[config.mk]
export PLATFORM = sky130hd
export DESIGN_NAME = osd_vpos_counter
export DESIGN_NICKNAME = d
export VERILOG_FILES = /design/src/rtl/osd_vpos_pkg.sv /design/src/rtl/osd_sync_edge.sv /design/src/rtl/osd_pulse_width.sv /design/src/rtl/osd_line_ctr.sv /design/src/rtl/osd_vpos_counter.sv
export SDC_FILE = /design/constraint.sdc
export NUM_CORES = 1
export LEC_CHECK = 0
export BUFFER_PORTS_ARGS = -buffer_cell sky130_fd_sc_hd__buf_4
export CAP_MARGIN = 30
export CORE_MARGIN = 5
export CORE_UTILIZATION = 50
export CTS_CLUSTER_SIZE = 20
export DETAILED_ROUTE_END_ITERATION = 7
export PLACE_DENSITY = 0.75
export SYNTH_ARGS = -nofsm -noshare
export SYNTH_HDL_FRONTEND = slang
export SYNTH_SLANG_ARGS = --single-unit
[constraint.sdc]
create_clock -name clk -period 2.18 [get_ports clk]
set_input_delay 0.436 -clock clk [delete_from_list [all_inputs] [get_ports clk]]
set_output_delay 0.436 -clock clk [all_outputs]
set_load 0.005 [all_outputs]
[src/rtl/osd_vpos_pkg.sv]
package osd_vpos_pkg;

    localparam int LINE_W      = 10;
    localparam int SYNC_STAGES = 2;
    localparam int BLANK_CYC   = 2;
    localparam int MIN_PULSE   = 8;

    // Polarity encoding of one pol_sel bit
    typedef enum logic {
        POL_RISE = 1'b0,
        POL_FALL = 1'b1
    } sync_pol_e;

    // Synchronized view of one sync input after polarity is applied
    typedef struct packed {
        logic level;   // active level present
        logic act;     // entry into the active level
        logic inact;   // return to the inactive level
    } sync_ev_t;

    // Map a raw synchronized level to "active" under a polarity
    function automatic logic apply_pol(input logic raw, input sync_pol_e pol);
        return (pol == POL_FALL) ? ~raw : raw;
    endfunction

endpackage

[src/rtl/osd_sync_edge.sv]
module osd_sync_edge
    import osd_vpos_pkg::*;
#(
    parameter int STAGES = SYNC_STAGES
) (
    input  logic      clk,
    input  logic      rst,
    input  logic      din,
    input  logic      pol,
    output sync_ev_t  ev
);

    localparam int MSB = STAGES - 1;

    logic [STAGES-1:0] sr;
    logic              prev_raw;
    logic              lvl_now;
    logic              lvl_was;

    always_ff @(posedge clk) begin
        if (rst) begin
            sr       <= '0;
            prev_raw <= 1'b0;
        end else begin
            sr       <= {sr[MSB-1:0], din};
            prev_raw <= sr[MSB];
        end
    end

    always_comb begin
        lvl_now  = apply_pol(sr[MSB], sync_pol_e'(pol));
        lvl_was  = apply_pol(prev_raw, sync_pol_e'(pol));
        ev.level = lvl_now;
        ev.act   = lvl_now & ~lvl_was;
        ev.inact = ~lvl_now & lvl_was;
    end

endmodule

[src/rtl/osd_pulse_width.sv]
module osd_pulse_width
    import osd_vpos_pkg::*;
#(
    parameter int MIN_W = MIN_PULSE
) (
    input  logic     clk,
    input  logic     rst,
    input  sync_ev_t ev,
    output logic     short_pulse
);

    localparam int            CW   = $clog2(MIN_W + 1);
    localparam logic [CW-1:0] CMAX = CW'(MIN_W);
    localparam logic [CW-1:0] ONE  = CW'(1);

    logic          in_pulse;
    logic [CW-1:0] width;

    always_ff @(posedge clk) begin
        if (rst) begin
            in_pulse <= 1'b0;
            width    <= '0;
        end else if (ev.act) begin
            in_pulse <= 1'b1;
            width    <= ONE;
        end else if (ev.inact) begin
            in_pulse <= 1'b0;
        end else if (in_pulse && ev.level && (width != CMAX)) begin
            width <= width + ONE;
        end
    end

    always_comb begin
        short_pulse = ev.inact && in_pulse && (width < CMAX);
    end

endmodule

[src/rtl/osd_line_ctr.sv]
module osd_line_ctr
    import osd_vpos_pkg::*;
#(
    parameter int LW    = LINE_W,
    parameter int BLANK = BLANK_CYC
) (
    input  logic          clk,
    input  logic          rst,
    input  logic          hs_act,
    input  logic          vs_act,
    input  logic [LW-1:0] start_line,
    output logic [LW-1:0] line_count,
    output logic          start_hit
);

    localparam int            BW        = $clog2(BLANK + 1);
    localparam logic [BW-1:0] BLANK_LD  = BW'(BLANK - 1);
    localparam logic [LW-1:0] LINE_MAX  = {LW{1'b1}};
    localparam logic [LW-1:0] LINE_ONE  = LW'(1);

    logic [BW-1:0] blank_left;
    logic          take_edge;
    logic [LW-1:0] next_line;

    always_comb begin
        take_edge = hs_act && !vs_act && (blank_left == '0);
        next_line = line_count + LINE_ONE;
    end

    always_ff @(posedge clk) begin
        if (rst) begin
            line_count <= '0;
            start_hit  <= 1'b0;
            blank_left <= '0;
        end else begin
            start_hit <= 1'b0;
            if (vs_act) begin
                line_count <= '0;
                blank_left <= BLANK_LD;
            end else begin
                if (blank_left != '0) begin
                    blank_left <= blank_left - BW'(1);
                end
                if (take_edge && (line_count != LINE_MAX)) begin
                    line_count <= next_line;
                    start_hit  <= (next_line == start_line);
                end
            end
        end
    end

endmodule

[src/rtl/osd_vpos_counter.sv]
module osd_vpos_counter
    import osd_vpos_pkg::*;
#(
    parameter int LW     = LINE_W,
    parameter int STAGES = SYNC_STAGES,
    parameter int BLANK  = BLANK_CYC,
    parameter int MIN_W  = MIN_PULSE
) (
    input  logic          clk,
    input  logic          rst,
    input  logic          hsync_in,
    input  logic          vsync_in,
    input  logic [1:0]    pol_sel,
    input  logic [LW-1:0] start_line,
    output logic [LW-1:0] line_count,
    output logic          start_hit,
    output logic          timing_err
);

    localparam int NSRC = 2;   // index 0: horizontal, 1: vertical

    logic [NSRC-1:0] raw_in;
    sync_ev_t        ev    [NSRC];
    logic [NSRC-1:0] short_p;
    logic            hs_act, vs_act, hs_inact, vs_inact;

    assign raw_in = {vsync_in, hsync_in};

    for (genvar i = 0; i < NSRC; i++) begin : g_src
        osd_sync_edge #(.STAGES(STAGES)) u_sync (
            .clk (clk),
            .rst (rst),
            .din (raw_in[i]),
            .pol (pol_sel[i]),
            .ev  (ev[i])
        );
        osd_pulse_width #(.MIN_W(MIN_W)) u_width (
            .clk         (clk),
            .rst         (rst),
            .ev          (ev[i]),
            .short_pulse (short_p[i])
        );
    end

    assign hs_act   = ev[0].act;
    assign vs_act   = ev[1].act;
    assign hs_inact = ev[0].inact;
    assign vs_inact = ev[1].inact;

    osd_line_ctr #(.LW(LW), .BLANK(BLANK)) u_ctr (
        .clk        (clk),
        .rst        (rst),
        .hs_act     (hs_act),
        .vs_act     (vs_act),
        .start_line (start_line),
        .line_count (line_count),
        .start_hit  (start_hit)
    );

    always_ff @(posedge clk) begin
        if (rst) timing_err <= 1'b0;
        else     timing_err <= |short_p;
    end

endmodule

==> reports/qor.yml <==
status:
  status: "complete, no violations"
synth:
  synth.most_common_cell: "dfxtp_1"
  synth_top_area_cell: "dfxtp_1"
  synth-edff-count: 0
  synth_seq_cells: 30
  yosysUniqueCellTypes: 40
  synthTopCellsByCount: "dfxtp_1, nor2_1, xor2_1"
  synth_area_um2: 1720
  ys.flop_type: "dfxtp_1"
  yosys_warnings: 0
  syn_avg_cell_area_um2: 8.95
  postSynthCellCount: 192
  synth_seq_area_share: 0.350
  async_flop_share: 0
  synthesis.nets: 220
  yosysTopAreaCellShare: 0.350
  yosys-top-cells-area: "dfxtp_1, xor2_1, ha_1"
critical_path:
  critPathLaunch: "g_src[1].u_sync.prev_raw"
  cp_cell_sequence: "xor2_4 > inv_1 > ha_2 > or2_4 > a2111oi_2 > nand3_1 > or4_4 > nor4_4"
  critPathArrivalTime_ns: 2.29
  cp-endpoint: "u_ctr.start_hit"
  r2r_end: "u_ctr.start_hit"
  reg2reg_slack_ns: 0.14
  cp-start-kind: "flop"
  crit_fanout: 2
  path_class: "reg2reg"
  slowest_stage: "or4_4"
  r2r-start: "g_src[1].u_sync.prev_raw"
  r2r_cells: 8
  cp.required_ns: 2.43
  crit_path_end_kind: "flop"
  cpPeakStageDelay_ns: 0.43
finish:
  diodes: 0
  drive_above_1_share: 0.238
  area_delta_synth_final_pct: 22.4
  final_area_um2: 2100
  fin_nets: 258
flow_run:
  drv_cap: 0
floorplan:
  fp.dieH_um: 68.6
  start_util: 0.515
  die-area_um2: 4710
  io_pins: 28
  core_region_area_um2: 3340
  die_w_um: 68.6
  rows: 21
timing:
  period_share: 0.934
  maxSlewViolCount: 0
  min_period_ns: 2.04
  setup_viol: 0
  hold_viol: 0
  max_freq_ghz: 0.491
  worst_pin_slew_ns: 0.405
  maxSlewHeadroom: 0.729
  finalClockSkew_ns: 0.00944
  whs_ns: 0.319
drt:
  drt_iter0_markers: 73
  routed_wl_um: 3250
  ant_nets: 0
  avgViaCountPerCell: 5.06
  num_vias: 1403
  routedWlPerCell_um: 11.7
  drc_errors: 0
  drt_first_pass_iters: 4
min_path:
  holdCritStartpoint: "hsync_in"
  hold_path.class: "in2reg"
global_routing:
  grt_pass1_wl_um: 5700
  overflow: 0
  grt_antenna_before_repair: 0
  use_met2: 0.255
  met3_usage: 0.0535
  grtUsageMet1: 0.207
  grt_max_degree: 16
  grt_pass1_vias: 1338
  grt-busiest-layer: "met2"
  gr-usage-all-layers: 0.164
place:
  gp_congestion: 0.845
  io_buffers: 27
  dpl-instance-area_um2: 2020
  hpwl_um: 2450
power:
  cellPowerDensity_nw_per_um2: 575
  p_leak_nw: 0.864
  ir_worst_vdd_mv: 0.352
clock_tree:
  path_clk_slew_ns: 0.10
  insertion_delay_ns: 0.33
  clockBufferDepth: 2
  cts_resized: 0
  clockRootBuffer: "clkbuf_4"
  cts.sinks: 30
  ctsHoldBuffers: 0
  cts_tree: "done"
  htreeDepth: 2
  post_cts_buffers: 0
  tritoncts.num_buffers: 5
power breakdown:
part           switching [W]  internal (W)
clock               0.000188      0.000156
sequential         0.0000195      0.000579
combinational       0.000137      0.000129
total               0.000344      0.000864
registers in the layout (all words and copies together), names as in the netlist:
| name | flops |
|---|---|
| g_src.u_width.width | 8 |
| g_src.u_sync.sr | 4 |
| u_ctr.blank_left | 2 |
| g_src.u_width.in_pulse | 2 |
| u_ctr.line_count | 10 |
| timing_err | 1 |
| u_ctr.start_hit | 1 |
| g_src.u_sync.prev_raw | 2 |
cell usage in the layout, fill, tap and decap left out, drive strengths merged, types with 7 or more instances in the layout:
| cell | n |
|---|---|
| xor2 | 21 |
| nor2 | 21 |
| nand2 | 11 |
| clkbuf | 7 |
| dfxtp | 30 |
| ha | 12 |
| buf | 38 |
| xnor2 | 10 |
| inv | 16 |
| mux2i | 7 |
through the flow:
stage,util,cells,setup WS (ns),total power [W],TNS (ns)
6_report,0.630,277,0.143,0.00121,0
2_1_floorplan,-,192,0.0132,0.000787,0
3_3_place_gp,0.606,269,-0.0367,0.000866,-0.0367
5_1_grt,0.630,277,-0.0124,0.00130,-0.0124
3_5_place_dp,0.606,269,-0.0996,0.000873,-0.0996
4_1_cts,0.624,277,0.0763,0.00123,0
worst min-delay path by stage:
stage / cells past startpoint / slack [ns] / end
global route: 2 / 0.30 / g_src[1].u_sync.sr[0]
floorplan: 1 / 0.41 / g_src[0].u_sync.sr[1]
CTS: 2 / 0.30 / g_src[0].u_sync.sr[0]
finish: 2 / 0.32 / g_src[0].u_sync.sr[0]
detailed placement: 1 / 0.43 / g_src[1].u_sync.sr[1]
global placement: 1 / 0.42 / g_src[1].u_sync.sr[1]
logic make-up after synthesis:
kind of cell             count (synthesis)  synth area share
AO/OA/AOI/OAI                           17            0.0743
XOR/XNOR                                31             0.158
adder cells (fa/ha/maj)                 12            0.0874
buffers and inverters                   23            0.0677
flip-flops                              30             0.350
multiplexers                             7            0.0408
AND/OR/NAND/NOR                         72             0.222
critical path: cells and delay by family (launching register included):
| family | cells | cell delay (ns) |
|---|---|---|
| AO/OA/AOI/OAI | 1 | 0.21 |
| XOR/XNOR | 1 | 0.15 |
| adder cells (fa/ha/maj) | 1 | 0.17 |
| buffers and inverters | 1 | 0.06 |
| flip-flops | 1 | 0.37 |
| AND/OR/NAND/NOR | 4 | 1.00 |
routing by layer:
layer	share of wire	wire, um	vias up
met4	0.020	64	0
met5	0	0	-
met3	0.070	227	7
li1	-	-	724
met1	0.47	1530	638
met2	0.44	1430	34
layout make-up:
type	count	area [um^2]
Fill cell	316	1230
Multi-Input combinational cell	139	1040
Sequential cell	30	602
Timing Repair Buffer	38	285
Inverter	16	60.1
Tap cell	46	57.6
Clock buffer	7	55.1
Clock inverter	1	5.00
Power figures use the tool's default switching activity.
